$ cat config.mk
export PLATFORM = sky130hd
export DESIGN_NAME = argmax_tree
export DESIGN_NICKNAME = d
export VERILOG_FILES = /design/src/rtl/argmax_pkg.sv /design/src/rtl/argmax_reduce.sv /design/src/rtl/argmax_slice_stage.sv /design/src/rtl/argmax_merge.sv /design/src/rtl/argmax_tree.sv
export SDC_FILE = /design/constraint.sdc
export NUM_CORES = 1
export LEC_CHECK = 0
export ABC_AREA = 1
export BUFFER_PORTS_ARGS = -buffer_cell sky130_fd_sc_hd__buf_2
export CORE_ASPECT_RATIO = 0.75
export CORE_MARGIN = 1
export CORE_UTILIZATION = 56
export DETAILED_ROUTE_END_ITERATION = 8
export GPL_TIMING_DRIVEN = 0
export PLACE_DENSITY = 0.85
export SLEW_MARGIN = 20
export SYNTH_ARGS = -nofsm -noshare
export SYNTH_HDL_FRONTEND = slang
export SYNTH_SLANG_ARGS = --single-unit
$ cat constraint.sdc
create_clock -name clk_i -period 4 [get_ports clk_i]
set_input_delay 0.4 -clock clk_i [delete_from_list [all_inputs] [get_ports clk_i]]
set_output_delay 0.4 -clock clk_i [all_outputs]
set_load 0.005 [all_outputs]
$ cat src/rtl/argmax_pkg.sv
package argmax_pkg;
  localparam int unsigned CMP_W = 64;

  // right operand replaces left only when strictly larger: ties keep the lower index
  function automatic logic take_right(input logic [CMP_W-1:0] l_val,
                                      input logic [CMP_W-1:0] r_val);
    return r_val > l_val;
  endfunction
endpackage

$ cat src/rtl/argmax_reduce.sv
module argmax_reduce
  import argmax_pkg::*;
#(
  parameter int unsigned N     = 4,
  parameter int unsigned VAL_W = 16,
  parameter int unsigned IDX_W = 8
) (
  input  logic [N-1:0][VAL_W-1:0] val_i,
  input  logic [N-1:0][IDX_W-1:0] idx_i,
  output logic [VAL_W-1:0]        val_o,
  output logic [IDX_W-1:0]        idx_o
);
  localparam int unsigned LG = $clog2(N);

  for (genvar l = 0; l <= LG; l++) begin : g_lvl
    localparam int unsigned W = N >> l;
    logic [W-1:0][VAL_W-1:0] v;
    logic [W-1:0][IDX_W-1:0] x;
    if (l == 0) begin : g_leaf
      assign v = val_i;
      assign x = idx_i;
    end else begin : g_node
      for (genvar k = 0; k < W; k++) begin : g_cmp
        logic r;
        assign r    = take_right(CMP_W'(g_lvl[l-1].v[2*k]), CMP_W'(g_lvl[l-1].v[2*k+1]));
        assign v[k] = r ? g_lvl[l-1].v[2*k+1] : g_lvl[l-1].v[2*k];
        assign x[k] = r ? g_lvl[l-1].x[2*k+1] : g_lvl[l-1].x[2*k];
      end
    end
  end

  assign val_o = g_lvl[LG].v[0];
  assign idx_o = g_lvl[LG].x[0];
endmodule

$ cat src/rtl/argmax_slice_stage.sv
module argmax_slice_stage #(
  parameter int unsigned LANES      = 8,
  parameter int unsigned SLICE_LOG2 = 2,
  parameter int unsigned VAL_W      = 16,
  parameter int unsigned GRP_W      = 6,
  localparam int unsigned LANE_W    = $clog2(LANES),
  localparam int unsigned IDX_W     = GRP_W + LANE_W,
  localparam int unsigned SLICE     = 1 << SLICE_LOG2,
  localparam int unsigned NSL       = LANES >> SLICE_LOG2
) (
  input  logic                        clk_i,
  input  logic                        rst_ni,
  input  logic                        valid_i,
  input  logic                        first_i,
  input  logic                        last_i,
  input  logic [LANES*VAL_W-1:0]      data_i,
  input  logic [LANES-1:0]            mask_i,
  output logic                        s1_valid_o,
  output logic                        s1_first_o,
  output logic                        s1_last_o,
  output logic [NSL-1:0][VAL_W-1:0]   win_val_o,
  output logic [NSL-1:0][IDX_W-1:0]   win_idx_o
);
  logic [GRP_W-1:0]              grp_cnt_q, grp_cur;
  logic [LANES-1:0][VAL_W-1:0]   lane_val;
  logic [LANES-1:0][IDX_W-1:0]   lane_idx;
  logic [NSL-1:0][VAL_W-1:0]     win_val_d, win_val_q;
  logic [NSL-1:0][IDX_W-1:0]     win_idx_d, win_idx_q;
  logic                          valid_q, first_q, last_q;

  assign grp_cur = first_i ? '0 : grp_cnt_q;

  for (genvar k = 0; k < LANES; k++) begin : g_lane
    assign lane_val[k] = mask_i[k] ? '0 : data_i[k*VAL_W +: VAL_W];
    assign lane_idx[k] = {grp_cur, LANE_W'(k)};
  end

  for (genvar s = 0; s < NSL; s++) begin : g_slice
    argmax_reduce #(.N(SLICE), .VAL_W(VAL_W), .IDX_W(IDX_W)) u_tree (
      .val_i (lane_val[s*SLICE +: SLICE]),
      .idx_i (lane_idx[s*SLICE +: SLICE]),
      .val_o (win_val_d[s]),
      .idx_o (win_idx_d[s])
    );
  end

  always_ff @(posedge clk_i or negedge rst_ni) begin
    if (!rst_ni) begin
      grp_cnt_q <= '0;
      valid_q   <= 1'b0;
      first_q   <= 1'b0;
      last_q    <= 1'b0;
      win_val_q <= '0;
      win_idx_q <= '0;
    end else begin
      valid_q <= valid_i;
      if (valid_i) begin
        grp_cnt_q <= grp_cur + 1'b1;
        first_q   <= first_i;
        last_q    <= last_i;
        win_val_q <= win_val_d;
        win_idx_q <= win_idx_d;
      end
    end
  end

  assign s1_valid_o = valid_q;
  assign s1_first_o = first_q;
  assign s1_last_o  = last_q;
  assign win_val_o  = win_val_q;
  assign win_idx_o  = win_idx_q;

  assert_all_masked_zero_R4: assert property (@(posedge clk_i) disable iff (!rst_ni)
    (valid_i && (&mask_i)) |=> (win_val_q == '0));

  for (genvar s = 0; s < NSL; s++) begin : g_chk
    assert_restart_group_R5: assert property (@(posedge clk_i) disable iff (!rst_ni)
      (valid_i && first_i) |=> (win_idx_q[s][IDX_W-1:LANE_W] == '0));
    if (NSL > 1) begin : g_rng
      assert_slice_range_R2: assert property (@(posedge clk_i) disable iff (!rst_ni)
        valid_i |=> (win_idx_q[s][LANE_W-1:SLICE_LOG2] == (LANE_W-SLICE_LOG2)'(s)));
    end
  end
endmodule

$ cat src/rtl/argmax_merge.sv
module argmax_merge
  import argmax_pkg::*;
#(
  parameter int unsigned NSL   = 2,
  parameter int unsigned VAL_W = 16,
  parameter int unsigned IDX_W = 9
) (
  input  logic                      clk_i,
  input  logic                      rst_ni,
  input  logic                      s1_valid_i,
  input  logic                      s1_first_i,
  input  logic                      s1_last_i,
  input  logic [NSL-1:0][VAL_W-1:0] win_val_i,
  input  logic [NSL-1:0][IDX_W-1:0] win_idx_i,
  output logic                      valid_o,
  output logic [VAL_W-1:0]          max_o,
  output logic [IDX_W-1:0]          idx_o
);
  logic [VAL_W-1:0] grp_val, acc_val_q, nxt_val, max_q;
  logic [IDX_W-1:0] grp_idx, acc_idx_q, nxt_idx, idx_q;
  logic             valid_q, take_grp;

  argmax_reduce #(.N(NSL), .VAL_W(VAL_W), .IDX_W(IDX_W)) u_tree (
    .val_i (win_val_i),
    .idx_i (win_idx_i),
    .val_o (grp_val),
    .idx_o (grp_idx)
  );

  // earlier groups carry lower indices, so the newer group must be strictly larger
  assign take_grp = s1_first_i || take_right(CMP_W'(acc_val_q), CMP_W'(grp_val));
  assign nxt_val  = take_grp ? grp_val : acc_val_q;
  assign nxt_idx  = take_grp ? grp_idx : acc_idx_q;

  always_ff @(posedge clk_i or negedge rst_ni) begin
    if (!rst_ni) begin
      acc_val_q <= '0;
      acc_idx_q <= '0;
      valid_q   <= 1'b0;
      max_q     <= '0;
      idx_q     <= '0;
    end else begin
      valid_q <= s1_valid_i && s1_last_i;
      if (s1_valid_i) begin
        acc_val_q <= nxt_val;
        acc_idx_q <= nxt_idx;
        if (s1_last_i) begin
          max_q <= nxt_val;
          idx_q <= nxt_idx;
        end
      end
    end
  end

  assign valid_o = valid_q;
  assign max_o   = max_q;
  assign idx_o   = idx_q;

  assert_acc_monotone_R1: assert property (@(posedge clk_i) disable iff (!rst_ni)
    (s1_valid_i && !s1_first_i) |=> (acc_val_q >= $past(acc_val_q)));
  assert_result_ge_group_R1: assert property (@(posedge clk_i) disable iff (!rst_ni)
    (s1_valid_i && s1_last_i) |=> (max_o >= $past(grp_val)));
  assert_valid_pulse_R6: assert property (@(posedge clk_i) disable iff (!rst_ni)
    valid_o |-> $past(s1_valid_i && s1_last_i));
  assert_result_hold_R8: assert property (@(posedge clk_i) disable iff (!rst_ni)
    !(s1_valid_i && s1_last_i) |=> ($stable(max_o) && $stable(idx_o)));
endmodule

$ cat src/rtl/argmax_tree.sv
module argmax_tree #(
  parameter int unsigned LANES      = 8,
  parameter int unsigned SLICE_LOG2 = 2,
  parameter int unsigned VAL_W      = 16,
  parameter int unsigned GRP_W      = 6,
  localparam int unsigned LANE_W    = $clog2(LANES),
  localparam int unsigned IDX_W     = GRP_W + LANE_W,
  localparam int unsigned NSL       = LANES >> SLICE_LOG2
) (
  input  logic                   clk_i,
  input  logic                   rst_ni,
  input  logic                   valid_i,
  input  logic                   first_i,
  input  logic                   last_i,
  input  logic [LANES*VAL_W-1:0] data_i,
  input  logic [LANES-1:0]       mask_i,
  output logic                   valid_o,
  output logic [VAL_W-1:0]       max_o,
  output logic [IDX_W-1:0]       idx_o
);
  logic                      s1_valid, s1_first, s1_last;
  logic [NSL-1:0][VAL_W-1:0] win_val;
  logic [NSL-1:0][IDX_W-1:0] win_idx;

  argmax_slice_stage #(
    .LANES(LANES), .SLICE_LOG2(SLICE_LOG2), .VAL_W(VAL_W), .GRP_W(GRP_W)
  ) u_stage1 (
    .clk_i      (clk_i),
    .rst_ni     (rst_ni),
    .valid_i    (valid_i),
    .first_i    (first_i),
    .last_i     (last_i),
    .data_i     (data_i),
    .mask_i     (mask_i),
    .s1_valid_o (s1_valid),
    .s1_first_o (s1_first),
    .s1_last_o  (s1_last),
    .win_val_o  (win_val),
    .win_idx_o  (win_idx)
  );

  argmax_merge #(.NSL(NSL), .VAL_W(VAL_W), .IDX_W(IDX_W)) u_stage2 (
    .clk_i      (clk_i),
    .rst_ni     (rst_ni),
    .s1_valid_i (s1_valid),
    .s1_first_i (s1_first),
    .s1_last_i  (s1_last),
    .win_val_i  (win_val),
    .win_idx_i  (win_idx),
    .valid_o    (valid_o),
    .max_o      (max_o),
    .idx_o      (idx_o)
  );
endmodule

==> metrics.yaml <==
pwr-share-seq_pct: 26.3
max-cap-violations: 0
slew_headroom_pct: 57.9
p_int_w: 0.00338
antenna_found_initial: 0
start_util_pct: 57.2
place_area_mm2: 0.0108
grt_start_max_net_pins: 66
r2r_slack_ns: 0.33
status: "finished clean"
place_congestion: 0.976
setup_violations: 0
final_net_count: 1891
synthesis.nets: 1713
hold_viol_final: 0
clk_pin_slew_ns: 0.07
startpoint_type: "primary input"
track_usage_pct: 31.4
synth_compound_area_share_pct: 6.39
cts_made_buffers: 9
n_antenna_cell: 0
synthXorXnorAreaFrac_pct: 0.182
hpwl_um: 22500
core-area_mm2: 0.0168
worstSetupEndpoint: "u_stage1.win_val_o[14]"
synthToLayoutAreaGrowth_pct: 15.9
grt_remaining_overflow: 0
synth_seq_cells: 103
synthSimpleGateAreaFrac_pct: 41.8
r2r_start: "u_stage1.win_val_o[15]"
placementRows: 41
critical_path_class: "primary input to register"
min_from: "valid_i"
initialDrtViolationCount: 875
wirelength_um: 27200
arrival_ns: 4.06
tightest_slew_ns: 0.632
finalMaxSlewViolations: 0
synth_warnings: 0
fmax_mhz: 265
drcViolationCount: 0
yosys.area_share.adder_pct: 16.2
yosysSeqAreaShare_pct: 26.8
p_per_area_mw_per_mm2: 598
switching_share_pct: 49.4
insertion_delay_ns: 0.35
clock-sinks: 103
clkPwrFrac_pct: 12.4
clock-root-buffer: "clkbuf_16"
fin_area_mm2: 0.0112
dieArea_mm2: 0.0177
synth_area_mm2: 0.00963
r2r_end: "u_stage2.acc_idx_q[1]"
syn_inst: 1447
synth_top_family_by_area: "simple AND/OR/NAND/NOR gates"
combPwrFrac_pct: 61.3
clock_skew_ns: 0.00692
post-route-period-util_pct: 94.3
cp_max_fo: 16
dr.pass1.iters: 6
num_io_pins: 167
dp.cells: 1829
syn_avg_cell_area_um2: 6.65
die_w_um: 153
p_leak_nw: 6.59
clock_path_buffers: 2
startpoint: "mask_i[2]"
final_layout_size_suffix_gt1_share_pct: 16.0
grt_pass1_wl_um: 44500
io_buffers: 166
cts_tree: "yes"
cp_data_required_time_ns: 4.28
cp-end-kind: "register"
wl_per_cell_um: 14.7
power.total_w: 0.00667
p_switching_w: 0.00329
rr_worst_depth: 24
die_height_um: 116
final_cells: 1845
yosysUniqueCellTypes: 37
cts.htree.levels: 3
hold_class: "primary input to register"
period_needed_ns: 3.77
vias: 10200
first_global_vias: 9258
ir_worst_vdd_uv: 389
vias_per_cell: 5.55
drtAntennaViolNets: 0
synth_mux_area_share_pct: 0
## worst max-delay path, cell delays in order
cell and delay [ns]:
buf_2 0.12, inv_4 0.13, nand2_1 0.12, ha_1 0.31, nand2_1 0.06, a21oi_2 0.17
nand2_1 0.08, nand2_1 0.06, nand2_1 0.04, nand2_1 0.06, nand2_1 0.08, nand2_4 0.13
buf_4 0.18, nand3_1 0.13, and2_1 0.26, ha_1 0.34, nand4_1 0.14, nor2_2 0.20
nand2_1 0.07, nand2_1 0.13, nand2_1 0.11, nor2_4 0.16, buf_4 0.19, nand3_1 0.20
nand3_1 0.14
## flip-flops by register name (all words and copies together), names as in the netlist
register             cells
u_stage1.grp_cnt_q       6
u_stage1.s1_first_o      1
u_stage1.s1_last_o       1
u_stage1.s1_valid_o      1
u_stage1.win_idx_o      11
u_stage1.win_val_o      32
u_stage2.acc_idx_q       9
u_stage2.acc_val_q      16
u_stage2.idx_o           9
u_stage2.max_o          16
u_stage2.valid_o         1
## synthesized netlist by cell type, drive strengths merged
cell type / n / area, um2
a21oi: 64 / 335
clkbuf: 19 / 71.3
clkinv: 1 / 3.75
buf: 28 / 195
nand3: 253 / 1280
nand4: 11 / 83.8
nor3: 9 / 50.1
nor3b: 2 / 25.0
xnor2: 2 / 17.5
nand3b: 3 / 26.3
and2: 33 / 206
a31oi: 1 / 6.26
a21o: 1 / 7.51
a32o: 1 / 10.0
ha: 125 / 1560
o21ai: 20 / 100
o21bai: 3 / 22.5
inv: 149 / 559
nor2: 49 / 196
nand2: 552 / 2150
o22ai: 1 / 6.26
o211ai: 12 / 90.1
o21a: 5 / 37.5
dfrtp: 103 / 2580
## layout make-up
type	instances	area, um2
Multi-Input combinational cell	1147	6300
Fill cell	1522	5670
Sequential cell	103	2580
Timing Repair Buffer	173	912
Inverter	150	572
Tap cell	215	269
Buffer	41	253
Clock buffer	11	233
Clock inverter	5	43.8
## stage by stage
stage / hold WS [ns] / setup WS (ns) / util, % / setup TNS, ns
finish: 0.252 / 0.227 / 66.3 / 0
global route: 0.247 / -0.00857 / 66.3 / -0.00857
CTS: 0.246 / 0.0862 / 65.6 / 0
detailed placement: 0.321 / -0.646 / 64.0 / -15.01
global placement: 0.423 / -0.513 / 63.8 / -11.68
floorplan: 0.104 / 0.404 / - / 0
## kinds of logic after synthesis
logic type / Yosys count
AO/OA/AOI/OAI: 108
XOR/XNOR: 2
adder cells (fa/ha/maj): 125
buffers and inverters: 197
flip-flops: 103
AND/OR/NAND/NOR: 912
## routing by layer
layer,vias up,GRT usage [%],wire [um]
met1,4636,44.9,12500
met5,-,0,0
met2,493,48.9,11600
met3,34,6.47,2690
li1,5079,-,-
met4,0,6.87,418
## power by group through the flow
| stage | Sequential, W | Clock, W | Combinational (W) |
|---|---|---|---|
| after detailed placement | 0.00175 | 0 | 0.00394 |
| after floorplan | 0.00166 | 0 | 0.00288 |
| final | 0.00175 | 0.000828 | 0.00409 |
| after CTS | 0.00174 | 0.000832 | 0.00397 |
| after global placement | 0.00173 | 0 | 0.00375 |
| after global routing | 0.00178 | 0.000870 | 0.00467 |
## repair_timing
item / 4_1_cts / 5_1_grt
setup endpoints to repair: 23 / 40
setup buffers: 0 / 5
pin swaps: 0 / 3
resized for setup: 2 / 26
endpoints found under the hold margin: 38 / 0
hold buffers: 1 / 0
## worst min path at each step
stage | slack (ns) | end | cells after the start
after floorplan | 0.10 | u_stage1.grp_cnt_q[0] | 0
after global placement | 0.42 | u_stage1.win_idx_o[11] | 2
after detailed placement | 0.32 | u_stage2.max_o[11] | 1
after CTS | 0.25 | u_stage1.s1_valid_o | 1
after global routing | 0.25 | u_stage1.s1_valid_o | 1
final | 0.25 | u_stage1.s1_valid_o | 1
## placed cells by master (no fill, tap or decap), drive strengths merged
| master | netlist | layout |
|---|---|---|
| nand2 | 552 | 552 |
| nand3 | 253 | 253 |
| buf | 28 | 199 |
| inv | 149 | 149 |
| ha | 125 | 125 |
| dfrtp | 103 | 103 |
| a21oi | 64 | 64 |
| nor2 | 49 | 49 |
| and2 | 33 | 33 |
| clkbuf | 19 | 25 |
| o21ai | 20 | 20 |
| o211ai | 12 | 12 |
| nand4 | 11 | 11 |
| nor3 | 9 | 9 |
| o21a | 5 | 5 |
| o21bai | 3 | 3 |
| clkinvlp | 0 | 3 |
| nand3b | 3 | 3 |
| clkinv | 1 | 3 |
| nor3b | 2 | 2 |
| xnor2 | 2 | 2 |
| a21o | 1 | 1 |
| a31oi | 1 | 1 |
| o22ai | 1 | 1 |
| a32o | 1 | 1 |
| dlygate4sd3 | 0 | 1 |
No activity file was read; power rests on OpenSTA's default activity.
